--- config.mk ---
export PLATFORM = sky130hd
export DESIGN_NAME = slp_ctrl
export DESIGN_NICKNAME = d
export VERILOG_FILES = /design/src/rtl/slp_pkg.sv /design/src/rtl/slp_sync.sv /design/src/rtl/slp_window_cnt.sv /design/src/rtl/slp_fsm.sv /design/src/rtl/slp_ctrl.sv
export SDC_FILE = /design/constraint.sdc
export NUM_CORES = 1
export LEC_CHECK = 0
export BUFFER_PORTS_ARGS = -buffer_cell sky130_fd_sc_hd__clkbuf_2
export CAP_MARGIN = 20
export CORE_AREA = 4 4 41 43
export CTS_CLUSTER_DIAMETER = 200
export DETAILED_ROUTE_END_ITERATION = 10
export DIE_AREA = 0 0 45 47
export SETUP_SLACK_MARGIN = 0.4
export SLEW_MARGIN = 40
export SYNTH_ARGS = -nofsm -noshare
export SYNTH_HDL_FRONTEND = slang
export SYNTH_HIERARCHICAL = 1
export SYNTH_SLANG_ARGS = --single-unit
--- constraint.sdc ---
create_clock -name clk -period 2 [get_ports clk]
set_input_delay 0.2 -clock clk [delete_from_list [all_inputs] [get_ports clk]]
set_output_delay 0.2 -clock clk [all_outputs]
set_load 0.02 [all_outputs]
--- src/rtl/slp_pkg.sv ---
package slp_pkg;
  typedef enum logic [1:0] {
    ST_AWAKE   = 2'd0,
    ST_ENTER   = 2'd1,
    ST_ASLEEP  = 2'd2,
    ST_RECOVER = 2'd3
  } slp_state_e;
endpackage

--- src/rtl/slp_sync.sv ---
module slp_sync #(
  parameter int STAGES = 2
) (
  input  logic clk,
  input  logic rst,
  input  logic d,
  output logic q
);
  logic [STAGES-1:0] sh;

  always_ff @(posedge clk) begin
    if (rst) sh <= '0;
    else     sh <= {sh[STAGES-2:0], d};
  end

  assign q = sh[STAGES-1];
endmodule

--- src/rtl/slp_window_cnt.sv ---
module slp_window_cnt #(
  parameter int CW = 2
) (
  input  logic          clk,
  input  logic          rst,
  input  logic          load,
  input  logic [CW-1:0] load_val,
  output logic          zero
);
  logic [CW-1:0] cnt;

  always_ff @(posedge clk) begin
    if (rst)              cnt <= '0;
    else if (load)        cnt <= load_val;
    else if (cnt != '0)   cnt <= cnt - 1'b1;
  end

  assign zero = (cnt == '0);
endmodule

--- src/rtl/slp_fsm.sv ---
module slp_fsm
  import slp_pkg::*;
#(
  parameter int ENTRY_CYC = 2,
  parameter int EXIT_CYC  = 2
) (
  input  logic clk,
  input  logic rst,
  input  logic req_s,
  input  logic desel,
  input  logic wr_cmd,
  input  logic acc_pending,
  output logic sleep_active,
  output logic access_block,
  output logic out_disable,
  output logic acc_void,
  output logic err
);
  localparam int MAXW = (ENTRY_CYC > EXIT_CYC) ? ENTRY_CYC : EXIT_CYC;
  localparam int CW   = (MAXW < 2) ? 1 : $clog2(MAXW);
  localparam logic [CW-1:0] ENTRY_LD = CW'(ENTRY_CYC - 1);
  localparam logic [CW-1:0] EXIT_LD  = CW'(EXIT_CYC - 1);

  slp_state_e    state, nxt;
  logic          cnt_load;
  logic [CW-1:0] cnt_val;
  logic          cnt_zero;
  logic          pend_seen;
  logic          viol;

  slp_window_cnt #(.CW(CW)) u_cnt (
    .clk      (clk),
    .rst      (rst),
    .load     (cnt_load),
    .load_val (cnt_val),
    .zero     (cnt_zero)
  );

  always_comb begin
    nxt      = state;
    cnt_load = 1'b0;
    cnt_val  = ENTRY_LD;
    unique case (state)
      ST_AWAKE: begin
        if (req_s) begin
          nxt      = ST_ENTER;
          cnt_load = 1'b1;
          cnt_val  = ENTRY_LD;
        end
      end
      ST_ENTER: begin
        if (cnt_zero) nxt = ST_ASLEEP;
      end
      ST_ASLEEP: begin
        if (!req_s) begin
          nxt      = ST_RECOVER;
          cnt_load = 1'b1;
          cnt_val  = EXIT_LD;
        end
      end
      ST_RECOVER: begin
        if (req_s)         nxt = ST_ASLEEP;
        else if (cnt_zero) nxt = ST_AWAKE;
      end
      default: nxt = ST_AWAKE;
    endcase
  end

  always_comb begin
    viol = 1'b0;
    if ((state == ST_ASLEEP || state == ST_RECOVER) && (!desel || wr_cmd))
      viol = 1'b1;
    if (state == ST_AWAKE && req_s && !desel)
      viol = 1'b1;
  end

  always_ff @(posedge clk) begin
    if (rst) begin
      state        <= ST_AWAKE;
      pend_seen    <= 1'b0;
      sleep_active <= 1'b0;
      access_block <= 1'b0;
      out_disable  <= 1'b0;
      acc_void     <= 1'b0;
      err          <= 1'b0;
    end else begin
      state        <= nxt;
      pend_seen    <= (state == ST_ENTER) && (pend_seen || acc_pending);
      sleep_active <= (nxt == ST_ASLEEP);
      access_block <= (nxt == ST_ASLEEP) || (nxt == ST_RECOVER);
      out_disable  <= (nxt != ST_AWAKE);
      acc_void     <= (state == ST_ENTER) && (nxt == ST_ASLEEP) &&
                      (pend_seen || acc_pending);
      err          <= err || viol;
    end
  end
endmodule

--- src/rtl/slp_ctrl.sv ---
module slp_ctrl #(
  parameter int SYNC_STAGES = 2,
  parameter int ENTRY_CYC   = 2,
  parameter int EXIT_CYC    = 2
) (
  input  logic clk,
  input  logic rst,
  input  logic sleep_req,
  input  logic desel,
  input  logic wr_cmd,
  input  logic acc_pending,
  output logic sleep_active,
  output logic access_block,
  output logic out_disable,
  output logic acc_void,
  output logic err
);
  logic req_s;

  slp_sync #(.STAGES(SYNC_STAGES)) u_sync (
    .clk (clk),
    .rst (rst),
    .d   (sleep_req),
    .q   (req_s)
  );

  slp_fsm #(.ENTRY_CYC(ENTRY_CYC), .EXIT_CYC(EXIT_CYC)) u_fsm (
    .clk          (clk),
    .rst          (rst),
    .req_s        (req_s),
    .desel        (desel),
    .wr_cmd       (wr_cmd),
    .acc_pending  (acc_pending),
    .sleep_active (sleep_active),
    .access_block (access_block),
    .out_disable  (out_disable),
    .acc_void     (acc_void),
    .err          (err)
  );
endmodule

## Word-level counts from Yosys, hierarchy flattened

Cells that the tools add are included.

| storage, ports and cells | value |
|---|---|
| bits of input ports | 6 |
| register bits after elaboration | 11 |
| bits in read-only memories | 0 |
| logic and storage cells | 42 |
| bits in latches | 0 |
| memory bits (writable) | 0 |
| output and inout port bits | 5 |
| memories kept | 0 |

| cells by class | value |
|---|---|
| magnitude comparators | 0 |
| equal/unequal tests | 5 |
| div/mod/pow operators | 0 |
| reduce and logical (&&, ||, !) cells | 14 |
| shifts and indexed selects | 0 |
| $mul | 0 |
| bitwise gates (word level) | 0 |
| $add $sub $neg | 1 |
| multiplexer cells | 13 |

Operators by type and width:

| cell | number |
|---|---|
| two-way mux 2 bit | 5 |
| == test 2 bit, second input constant | 4 |
| one-hot mux 2 bit (4 select lines) | 1 |
| logical AND 1 bit | 6 |
| two-way mux 1 bit | 6 |
| logical OR 1 bit | 5 |
| == test 2 x 1 -> 1 bit, second input constant | 1 |
| logical NOT 2 bit | 1 |
| one-hot mux 1 bit (2 select lines) | 1 |
| nonzero test 2 bit | 1 |
| logical NOT 1 bit | 1 |
| subtractor 1 bit, second input constant | 1 |

## Longest topological paths before layout

| logic depth | value |
|---|---|
| depth after elaboration | 6 |
| gate-level depth with buffers | 4 |
| mapped depth without buffers | 3 |

## By module

Netlist, hierarchy kept.

Modules (own cells, without submodules):

| module | sequential area each (µm²) | area an instance (µm²) | cells each | instances |
|---|---|---|---|---|
| slp_fsm | 160.2 | 316.6 | 32 | 1 |
| slp_sync | 40.0 | 52.6 | 4 | 1 |
| slp_window_cnt | 20.0 | 32.5 | 3 | 1 |

## Worst setup path before layout

No wires, ideal clock.

| timing path | value |
|---|---|
| kind | register to register |
| start point | reg u_fsm.state[0] |
| end point | reg u_fsm.err |
| setup time | 0.079 ns |
| cell stages (with the launch flop) | 4 |
| arrival time | 0.938 ns |
| path slack | 0.983 ns |
| data required time | 1.921 ns |
| clock period less this slack | 1.017 ns |
| cells stage by stage | dfxtp_1 -> buf_6 -> or3b_1 -> a211oi_2 |

| on the way | value |
|---|---|
| longest elaborated chain between the ends | 6 |
| elaborated cells on any way between the ends | 10 |
| those cells by class | eq/ne (2); mux (2); reduce/logical (6) |

RTL lines:

| item | RTL line | source |
|---|---|---|
| start, declared | slp_fsm.sv:24 | `slp_state_e state, nxt;` |
| start signal, assigned | slp_fsm.sv:87 | `state <= nxt;` |
| == test 2 bit | slp_fsm.sv:71 | `if ((state == ST_ASLEEP \|\| state == ST_RECOVER) && (!desel \|\| wr_cmd))` |
| logical OR 1 bit | slp_fsm.sv:71 |  |
| logical AND 1 bit | slp_fsm.sv:71 |  |
| two-way mux 1 bit | slp_fsm.sv:71 |  |
| two-way mux 1 bit * | slp_fsm.sv:73 | `if (state == ST_AWAKE && req_s && !desel)` |
| logical OR 1 bit * | slp_fsm.sv:94 | `err <= err \|\| viol;` |
| end signal, assigned | slp_fsm.sv:94 |  |
| end, declared | slp_fsm.sv:17 | `output logic err` |

Mark *: on every way between the ends. The rest lies on a longest branch, timed or not.
A chain may end at the register's enable or synchronous reset.

## Final worst setup path

| timing path | value |
|---|---|
| start point | reg u_sync.sh[1] |
| end point | reg u_fsm.err |

| on the way | value |
|---|---|
| longest elaborated chain between the ends | 4 |

RTL lines:

| item | RTL line | source |
|---|---|---|
| start, declared | slp_sync.sv:9 | `logic [STAGES-1:0] sh;` |
| start signal, assigned | slp_sync.sv:13 | `else sh <= {sh[STAGES-2:0], d};` |
| logical AND 1 bit (2 in series) | slp_fsm.sv:73 |  |
| two-way mux 1 bit | slp_fsm.sv:73 |  |
| logical OR 1 bit | slp_fsm.sv:94 |  |

Every way passes these cells.

==> metrics.md <==
| Metric | Value |
|---|---|
| WS Path Type | `flop to flop` |
| Ys Warns | `6` |
| Die Ht | `47 um` |
| Fmax | `943 MHz` |
| Tcrit/Tclk final | `53.0%` |
| Pleak | `0.213 nW` |
| Largest net degree at the start of global routing | `11` |
| Final setup vio count | `0` |
| Crit path launch type | `flop` |
| CP Capture Type | `flop` |
| Final hold vios | `0` |
| CTS clk-pin slew, worst paths | `0.07 ns` |
| Worst Skew | `0.000362 ns` |
| Worst-Skew Late Latency | `0.27 ns` |
| Post-synth top flop | `dfxtp_1` |
| Post-Syn Area | `402 um2` |
| Total gr overflow | `0` |
| # clock sinks | `11` |
| Count of pins over their slew limit | `0` |
| Synth async-reset ratio | `0%` |
| Crit path arrival time | `1.26 ns` |
| Cell Rows | `13` |
| Resized Gates After CTS | `0` |
| Most frequent cell after synthesis | `dfxtp_1` |
| Die Area | `2120 um2` |
| Core area | `1300 um2` |
| Worst path required time | `2.20 ns` |
| CP Buf/Inv Count | `0` |
| Initial antenna violation count | `0` |
| Mapped Cells | `39` |
| Share of cells above drive strength 1 | `27.5%` |
| Fin crit period | `1.06 ns` |
| Layout area overhead | `19.6%` |
| Final #Nets | `58` |
| Slowest stage delay, CP | `0.43 ns` |
| Post-synth top area cell | `dfxtp_1` |
| Post-synth net total | `45` |
| Critical path's slowest cell | `dfxtp_1` |
| PwrDens | `998 nW/um2` |
| TritonCTS clock tree | `yes` |
| GP Congestion | `0.658` |
| Starting Density | `30.9%` |
| Routed Antenna Nets | `0` |
| Worst Path Max Fanout | `6` |
| Status | `completed` |
| Critical-path cell list | `or3b_1, a211oi_2` |
| I/O pins | `11` |
| Initial drt markers | `1` |
| Vias in the first global route | `244` |
| All-Layer GR Usage | `7.70%` |
| Register area share after synthesis | `54.8%` |
| Yosys reg bits | `11` |
| Global-route wire length before repair | `1060 um` |
| RSZ-0062 raised after global routing | `false` |
| Max Cap Viol | `0` |
| Top post-synthesis cells by area | `dfxtp_1 55%, and4b_1 5.0%, nor3_1 5.0%, nor2_1 4.7%, and3b_1 4.4%` |
| Hold buffers post-CTS | `0` |
| Die W | `45 um` |
| N_diodes | `0` |
| DRT Pass-1 Iters | `2` |
| Post-synth EDFFs | `0` |
| Drt total wl | `634 um` |
| Routed vias | `289` |
| Vias per std cell | `4.38` |
| Hold Path Class | `input port to flop` |
| Distinct cells, synth | `18` |
| Worst path top cell family by delay | `flip-flops` |
| # DRC | `0` |
| Port-buffer cells | `10` |
| VDD IR max | `0.361 mV` |
| Post-synth top cells | `11 x dfxtp_1, 5 x nor2_1, 4 x nor3_1` |
| DP HPWL | `429 um` |
| CTS root buf | `clkbuf_4` |
| Wire per inst | `9.61 um` |
| Post CTS Setup Buffer Count | `0` |
| Total negative slack | `0 ns` |
| CTS max path bufs | `2` |
| Top cell type's share of synthesized area | `54.8%` |
| Fin Hold WS | `0.146 ns` |
| Cts bufs inserted | `3` |
| H-tree levels | `1` |
| Avg Synthesized Cell Area | `10.3 um2` |
state kept, by name, summed over array words and instances (netlist names):
name                flops
u_fsm/sleep_active      1
u_fsm/state             2
u_fsm/out_disable       1
u_fsm/u_cnt/cnt         1
u_fsm/access_block      1
u_fsm/pend_seen         1
u_fsm/err               1
u_fsm/acc_void          1
u_sync/sh               2
metal layers:
metal / global-route usage (%) / share of wire [%] / vias up
li1: - / - / 156
met1: 8.53 / 49 / 117
met2: 9.60 / 35 / 13
met3: 7.66 / 14 / 3
met4: 3.51 / 1.7 / 0
met5: 0 / 0 / -
final timing paths:
path,startpoint,cells past startpoint,to,slack (ns)
max,u_sync/sh[1],2,u_fsm/err,0.94
min reg2reg,u_sync/sh[0],1,u_sync/sh[1],0.44
max reg2reg,u_sync/sh[1],2,u_fsm/err,0.94
min,sleep_req,2,u_sync/sh[0],0.15
metrics by stage:
step | power, mW | util [%] | instances | setup slack (ns) | instance area [um2]
after CTS | 0.487 | 36.9 | 66 | 0.939 | 480
after global routing | 0.511 | 36.9 | 66 | 0.897 | 480
final | 0.480 | 36.9 | 66 | 0.939 | 480
after detailed placement | 0.331 | 34.9 | 62 | 0.966 | 454
after global placement | 0.330 | 34.9 | 62 | 0.991 | 454
after floorplan | 0.315 | - | 39 | 0.983 | 402
cell type report:
cell class	instances	area, um2
fillers	141	821
well taps	15	18.8
inverters	1	3.75
flip-flops and latches	11	220
repair buffers	10	50.0
clock buffers	4	26.3
multi-input cells	25	161
cells by family (layout without fill, tap and decap cells):
kind of cell	after synthesis	after routing	synth area share (%)
compound gates	4	4	8.10
xor+xnor	1	1	2.18
buf+inv	3	15	4.98
flops	11	11	54.8
other cells	1	1	0.934
simple gates	19	19	29.0
report_power, final:
part	internal, mW	switching [mW]	leakage (nW)
registers	0.239	0.0174	0.0901
logic	0.0313	0.0374	0.107
clock network	0.0773	0.0770	0.0150
cell usage in the layout (no fill, tap or decap):
| cell | instances |
|---|---|
| clkbuf_2 | 10 |
| nand3b_1 | 1 |
| a21oi_1 | 2 |
| or3b_1 | 1 |
| nor2_1 | 5 |
| inv_1 | 1 |
| nor2b_1 | 2 |
| a221o_1 | 1 |
| and4b_1 | 2 |
| dfxtp_1 | 11 |
| nand2_1 | 1 |
| a211oi_2 | 1 |
| and3b_1 | 2 |
| clkbuf_4 | 3 |
| nor3_1 | 4 |
| conb_1 | 1 |
| xnor2_1 | 1 |
| nor3b_1 | 1 |
| clkbuf_1 | 1 |
Power figures use the tool's default switching activity.
